`src/rtl/vtag_pkg.sv`:
```
package vtag_pkg;
  localparam int unsigned LANES     = 8;
  localparam int unsigned DW        = LANES * 8;
  localparam int unsigned HALF_W    = DW / 2;
  localparam int unsigned TAG_BYTES = 4;
  localparam logic [15:0] TPID      = 16'h8100;

  // one-hot last-byte marker -> valid byte count (1..LANES)
  function automatic logic [3:0] be_to_cnt(input logic [LANES-1:0] be);
    logic [3:0] n;
    n = 4'd0;
    for (int i = 0; i < LANES; i++) if (be[i]) n = 4'(i + 1);
    return n;
  endfunction

  function automatic logic [LANES-1:0] cnt_to_be(input logic [3:0] n);
    logic [LANES-1:0] be;
    be = '0;
    for (int i = 0; i < LANES; i++) if (n == 4'(i + 1)) be[i] = 1'b1;
    return be;
  endfunction
endpackage

```
`src/rtl/vtag_pad_src.sv`:
```
// Turns the input stream into a padded virtual stream with a beat index.
module vtag_pad_src
  import vtag_pkg::*;
#(
  parameter int unsigned MIN_BEATS  = 7,
  parameter int unsigned MIN_LAST_N = 8,
  parameter int unsigned IW         = 3
) (
  input  logic             clk_i,
  input  logic             rst_ni,
  input  logic             s_valid_i,
  output logic             s_ready_o,
  input  logic [DW-1:0]    s_data_i,
  input  logic             s_last_i,
  input  logic [LANES-1:0] s_be_i,
  output logic             v_valid_o,
  input  logic             v_ready_i,
  output logic [DW-1:0]    v_data_o,
  output logic             v_last_o,
  output logic [3:0]       v_n_o,
  output logic [IW-1:0]    v_idx_o
);
  localparam logic [IW-1:0] LAST_IDX = IW'(MIN_BEATS - 1);
  localparam logic [IW-1:0] SAT_IDX  = IW'(MIN_BEATS);

  logic          pad_q;
  logic [IW-1:0] idx_q;
  logic [3:0]    real_n;
  logic [DW-1:0] masked;
  logic          at_min, below_min, take;

  always_comb begin
    real_n = s_last_i ? be_to_cnt(s_be_i) : 4'(LANES);
    for (int i = 0; i < LANES; i++)
      masked[i*8 +: 8] = (4'(i) < real_n) ? s_data_i[i*8 +: 8] : 8'h00;
    at_min    = (idx_q == LAST_IDX);
    below_min = (idx_q < LAST_IDX);
    if (pad_q) begin
      v_valid_o = 1'b1;
      v_data_o  = '0;
      v_last_o  = at_min;
      v_n_o     = 4'(MIN_LAST_N);
      s_ready_o = 1'b0;
    end else begin
      v_valid_o = s_valid_i;
      v_data_o  = masked;
      v_last_o  = s_last_i && !below_min;
      v_n_o     = (at_min && real_n < 4'(MIN_LAST_N)) ? 4'(MIN_LAST_N) : real_n;
      s_ready_o = v_ready_i;
    end
  end

  assign take    = v_valid_o && v_ready_i;
  assign v_idx_o = idx_q;

  always_ff @(posedge clk_i or negedge rst_ni) begin
    if (!rst_ni) begin
      idx_q <= '0;
      pad_q <= 1'b0;
    end else if (take) begin
      if (v_last_o) idx_q <= '0;
      else if (idx_q != SAT_IDX) idx_q <= idx_q + 1'b1;
      if (!pad_q && s_last_i && below_min) pad_q <= 1'b1;
      else if (pad_q && v_last_o) pad_q <= 1'b0;
    end
  end
endmodule

```
`src/rtl/vtag_align.sv`:
```
// Inserts the tag on beat 1 and realigns later beats by half a word.
module vtag_align
  import vtag_pkg::*;
#(
  parameter int unsigned IW = 3
) (
  input  logic             clk_i,
  input  logic             rst_ni,
  input  logic [11:0]      vid_i,
  input  logic             v_valid_i,
  output logic             v_ready_o,
  input  logic [DW-1:0]    v_data_i,
  input  logic             v_last_i,
  input  logic [3:0]       v_n_i,
  input  logic [IW-1:0]    v_idx_i,
  output logic             m_valid_o,
  input  logic             m_ready_i,
  output logic [DW-1:0]    m_data_o,
  output logic             m_last_o,
  output logic [LANES-1:0] m_be_o
);
  localparam logic [3:0] HALF_N = 4'(LANES / 2);

  logic              tail_q;
  logic [3:0]        tail_n_q;
  logic [HALF_W-1:0] hold_q;
  logic [HALF_W-1:0] tag_w;
  logic              spill;

  assign tag_w = {vid_i[7:0], 4'h0, vid_i[11:8], TPID[7:0], TPID[15:8]};

  always_comb begin
    spill = 1'b0;
    if (tail_q) begin
      m_valid_o = 1'b1;
      m_data_o  = {{HALF_W{1'b0}}, hold_q};
      m_last_o  = 1'b1;
      m_be_o    = cnt_to_be(tail_n_q);
      v_ready_o = 1'b0;
    end else begin
      m_valid_o = v_valid_i;
      v_ready_o = m_ready_i;
      m_last_o  = 1'b0;
      m_be_o    = '0;
      if (v_idx_i == IW'(0)) begin
        m_data_o = v_data_i;
      end else if (v_idx_i == IW'(1)) begin
        m_data_o = {tag_w, v_data_i[HALF_W-1:0]};
      end else begin
        m_data_o = {v_data_i[HALF_W-1:0], hold_q};
        if (v_last_i) begin
          if (v_n_i <= HALF_N) begin
            m_last_o = 1'b1;
            m_be_o   = cnt_to_be(v_n_i + HALF_N);
          end else begin
            spill = 1'b1;
          end
        end
      end
    end
  end

  always_ff @(posedge clk_i or negedge rst_ni) begin
    if (!rst_ni) begin
      tail_q   <= 1'b0;
      tail_n_q <= '0;
      hold_q   <= '0;
    end else begin
      if (v_valid_i && v_ready_o) hold_q <= v_data_i[DW-1:HALF_W];
      if (v_valid_i && v_ready_o && spill) begin
        tail_q   <= 1'b1;
        tail_n_q <= v_n_i - HALF_N;
      end else if (tail_q && m_ready_i) begin
        tail_q <= 1'b0;
      end
    end
  end
endmodule

```
`src/rtl/vlan_tag_inserter.sv`:
```
module vlan_tag_inserter
  import vtag_pkg::*;
#(
  parameter int unsigned MIN_FRAME_BYTES = 64,
  parameter int unsigned FCS_BYTES       = 4
) (
  input  logic             clk_i,
  input  logic             rst_ni,
  input  logic [11:0]      vid_i,
  input  logic             s_valid_i,
  output logic             s_ready_o,
  input  logic [DW-1:0]    s_data_i,
  input  logic             s_last_i,
  input  logic [LANES-1:0] s_be_i,
  output logic             m_valid_o,
  input  logic             m_ready_i,
  output logic [DW-1:0]    m_data_o,
  output logic             m_last_o,
  output logic [LANES-1:0] m_be_o
);
  // smallest untagged input (no FCS) whose tagged form meets the minimum
  localparam int unsigned MIN_IN     = MIN_FRAME_BYTES - FCS_BYTES - TAG_BYTES;
  localparam int unsigned MIN_BEATS  = (MIN_IN + LANES - 1) / LANES;
  localparam int unsigned MIN_LAST_N = MIN_IN - LANES * (MIN_BEATS - 1);
  localparam int unsigned IW         = $clog2(MIN_BEATS + 1);

  logic             v_valid, v_ready, v_last;
  logic [DW-1:0]    v_data;
  logic [3:0]       v_n;
  logic [IW-1:0]    v_idx;

  vtag_pad_src #(
    .MIN_BEATS (MIN_BEATS),
    .MIN_LAST_N(MIN_LAST_N),
    .IW        (IW)
  ) u_src (
    .clk_i    (clk_i),
    .rst_ni   (rst_ni),
    .s_valid_i(s_valid_i),
    .s_ready_o(s_ready_o),
    .s_data_i (s_data_i),
    .s_last_i (s_last_i),
    .s_be_i   (s_be_i),
    .v_valid_o(v_valid),
    .v_ready_i(v_ready),
    .v_data_o (v_data),
    .v_last_o (v_last),
    .v_n_o    (v_n),
    .v_idx_o  (v_idx)
  );

  vtag_align #(
    .IW(IW)
  ) u_align (
    .clk_i    (clk_i),
    .rst_ni   (rst_ni),
    .vid_i    (vid_i),
    .v_valid_i(v_valid),
    .v_ready_o(v_ready),
    .v_data_i (v_data),
    .v_last_i (v_last),
    .v_n_i    (v_n),
    .v_idx_i  (v_idx),
    .m_valid_o(m_valid_o),
    .m_ready_i(m_ready_i),
    .m_data_o (m_data_o),
    .m_last_o (m_last_o),
    .m_be_o   (m_be_o)
  );
endmodule

```
`config.mk`:
```
export PLATFORM = sky130hd
export DESIGN_NAME = vlan_tag_inserter
export DESIGN_NICKNAME = d
export VERILOG_FILES = /design/src/rtl/vtag_pkg.sv /design/src/rtl/vtag_pad_src.sv /design/src/rtl/vtag_align.sv /design/src/rtl/vlan_tag_inserter.sv
export SDC_FILE = /design/constraint.sdc
export NUM_CORES = 1
export LEC_CHECK = 0
export CAP_MARGIN = 20
export CORE_AREA = 2 2 86 71
export CTS_CLUSTER_SIZE = 40
export DETAILED_ROUTE_END_ITERATION = 12
export DIE_AREA = 0 0 88 73
export DONT_BUFFER_PORTS = 1
export PLACE_DENSITY = 0.79
export SLEW_MARGIN = 20
export SYNTH_ARGS = -nofsm -noshare
export SYNTH_HDL_FRONTEND = slang
export SYNTH_HIERARCHICAL = 1
export SYNTH_SLANG_ARGS = --single-unit
```
`constraint.sdc`:
```
create_clock -name clk_i -period 3.2 [get_ports clk_i]
set_input_delay 0.64 -clock clk_i [delete_from_list [all_inputs] [get_ports clk_i]]
set_output_delay 0.64 -clock clk_i [all_outputs]
set_load 0.05 [all_outputs]
```
==> qor.yml <==
run_status:
  status: "complete, no violations"
critical_path:
  cp_slowest_stage_delay_ps: 410
  crit-reg2reg-capture: "u_align/tail_n_q[1]"
  arrival_ps: 2480
  timing.rr.start: "u_src/v_idx_o[1]"
  cp_top_family: "compound AO/OA/AOI/OAI gates"
  critPathMaxFanout: 4
  path_common_cell: "ha_4"
  slowest_stage: "dfrtp_1"
  rrSetupSlack_ps: 580
  crit_type: "reg -> out"
  crit_buf_inv: 2
  endpoint_kind: "output pin"
  required_ps: 2560
  rr_worst_depth: 8
  crit_chain: "ha_4 -> a211o_4 -> nor2b_4 -> ha_4 -> buf_6 -> a21o_1 -> nand3_4 -> o32ai_4 -> buf_12"
  critPathLaunchType: "register"
sta:
  fmaxAchievable_ghz: 0.3209
  max_slew_margin_pct: 48.71
  worst_slack_ps: 83.67
  holdWs_ps: 41.67
  fin_skew_ps: 10.65
  maxSlewViolCount: 0
  worst_pin_slew_ps: 766.8
  setup_viol: 0
  hold_viol: 0
  period_minus_slack_ps: 3116
  finalCritPeriodShare_pct: 97.39
placed_design:
  dpl_worst_slack_ps: 0.8229
  io_buffers: 0
  numPlacedInstances: 511
  gp_congestion: 0.9935
  hpwlAfterDp_mm: 7.669
pwr:
  total_power_mw: 4.605
  leakage_nw: 1.936
  seqPwrFrac_pct: 16.8
  switching_share_pct: 57.68
  p_switching_mw: 2.656
  peakVddDrop_mv: 0.8218
  clkPwrFrac_pct: 6.9
  pwr_density_cell_nw_per_um2: 1067
  combPwrFrac_pct: 76.3
  internal-power_mw: 1.949
flow_run:
  drv_cap: 0
synthesis:
  synthArstFlopShare_pct: 100.0
  synth_cell_type_count: 43
  synth_top_cell_by_area: "dfrtp_1"
  synth_edf_count: 0
  ys_ff_latch: 41
  ys_seq_area_share_pct: 29.16
  syn_nets: 489
  ys_warn_count: 6
  postSynthAreaPerCell_sq_um: 8.930
  synthCells: 394
  syn-cell-area_sq_um: 3518
  synth_area_leaders: "dfrtp_1 29%, mux2_2 20%, and2_1 10%"
  synth_top_area_share_pct: 29.16
  synth-main-ff-cell: "dfrtp_1"
finish:
  ff_latch_area_sq_um: 1026
  nets: 532
  final_common_cell: "mux2_2"
  area_growth_pct: 22.69
  antennaDiodeCount: 0
  final_core_utilization_pct: 76.24
  final.fill_count: 410
  multiInputGateArea_sq_um: 2547
  final_cell_mix: "62 x mux2_2, 56 x and2_1, 55 x buf_4"
  fin_cells: 519
  drive_gt1_share_pct: 38.13
clocking:
  clk-insertion-delay-late_ps: 280
  holdBufCountCts: 0
  root_buffer: "clkbuf_8"
  clk_pin_slew_worst_paths_ps: 80
  htree_levels: 2
  cts_tree: "yes"
  cts_buffers: 5
  clock_path_buffers: 2
  clock-sinks: 41
detailed_routing:
  initialDrtViolationCount: 135
  ant_nets: 0
  route.detailed.drc: 0
  dr.pass1.iters: 4
  viasPerCell: 6.214
  wl_per_cell_microns: 19.45
  postRouteWirelength_mm: 10.09
  vias: 3225
die:
  dieHeight_microns: 73
  boundaryPins: 164
  start_util_pct: 62.14
  die_area_sq_um: 6424
  rows: 25
  fp.coreArea_sq_um: 5662
  fp.dieW_microns: 88
global_route:
  antenna_found_initial: 0
  track_usage_pct: 29.79
  grt_pass1_vias: 3069
  grt_max_degree: 42
  grt-ovfl-total: 0
  grt_pass1_wl_mm: 14.76
hold_path:
  hp-class: "in -> async"
[cell type report]
class | count | share of cell area (%)
Multi-Input combinational cell | 318 | 59.01
Clock buffer | 8 | 1.855
Inverter | 10 | 0.8696
Tap cell | 81 | 2.348
Sequential cell | 41 | 23.77
Timing Repair Buffer | 61 | 12.14
[how the worst max path moves through the flow]
stage                      to  slack, ps  cells past startpoint             start
finish              m_be_o[3]         80                      9  u_src/v_idx_o[1]
global route        m_be_o[3]         -7                      9  u_src/v_idx_o[1]
CTS                 m_be_o[1]         30                      7         s_be_i[6]
detailed placement  m_be_o[0]        0.8                      8         s_be_i[6]
global placement    m_be_o[0]         40                      8         s_be_i[6]
floorplan           m_be_o[2]       -120                      6         s_be_i[6]
[worst register-to-register path, cell delays in order, from the launching register on]
cell	delay, ps
dfrtp_1	410
ha_4	190
a211o_4	370
buf_4	160
a21oi_2	180
nor2_1	80
a21o_1	240
or3_1	520
mux2_4	340
[cell families (layout without fill, tap and decap cells)]
kind of cell	count (synthesis)	after routing	share of synthesized area, %
simple gates	166	166	26.64
mux	80	80	25.46
compound gates	66	66	11.95
flops	41	41	29.16
buf+inv	35	79	4.658
fa+ha+maj	6	6	2.134
[Yosys cell counts, types with 6 or more instances]
| cell | n |
|---|---|
| a211oi_1 | 13 |
| inv_1 | 10 |
| dfrtp_1 | 41 |
| nand3b_1 | 20 |
| clkbuf_1 | 15 |
| mux2_2 | 62 |
| nand2b_1 | 10 |
| a21oi_1 | 31 |
| nand2_1 | 27 |
| mux2i_1 | 13 |
| nor2_1 | 25 |
| and2_1 | 56 |
| ha_1 | 6 |
[repair_timing]
| action | in CTS | in global routing |
|---|---|---|
| gates cloned | 0 | 0 |
| resized for setup | 4 | 9 |
| pin swaps | 2 | 4 |
| setup endpoints to repair | 3 | 4 |
| setup buffers | 0 | 0 |
[power by group through the flow]
stage	clock network, mW	logic [mW]	registers (mW)
CTS	0.331	3.48	0.764
floorplan	0	2.68	0.740
global placement	0	3.41	0.763
global route	0.349	3.68	0.788
detailed placement	0	3.47	0.774
finish	0.318	3.51	0.775
[layer usage]
layer  up-vias  part of all wire, %  wire length (microns)  global-route usage, %
met2       168                   51                   5182                  54.63
met5         -                    0                      0                      0
met3        22                  7.8                    786                  7.353
met1      1560                   39                   3913                  33.79
met4         0                  2.1                    212                  9.915
li1       1475                    -                      -                      -
[sequential cells by signal, summed over array words and instances, names as in the netlist]
name and cells:
u_align/tail_q 1, u_src/pad_q 1, u_src/v_idx_o 3, u_align/hold_q 32, u_align/tail_n_q 4
[through the flow]
| stage | TNS (ps) | cell area, sq um |
|---|---|---|
| final | 0 | 4317 |
| after floorplan | -367.7 | 3622 |
| after detailed placement | 0 | 4173 |
| after global routing | -7.229 | 4317 |
| after CTS | 0 | 4270 |
| after global placement | 0 | 4173 |
Note: power is estimated with default switching activity, not from simulation.
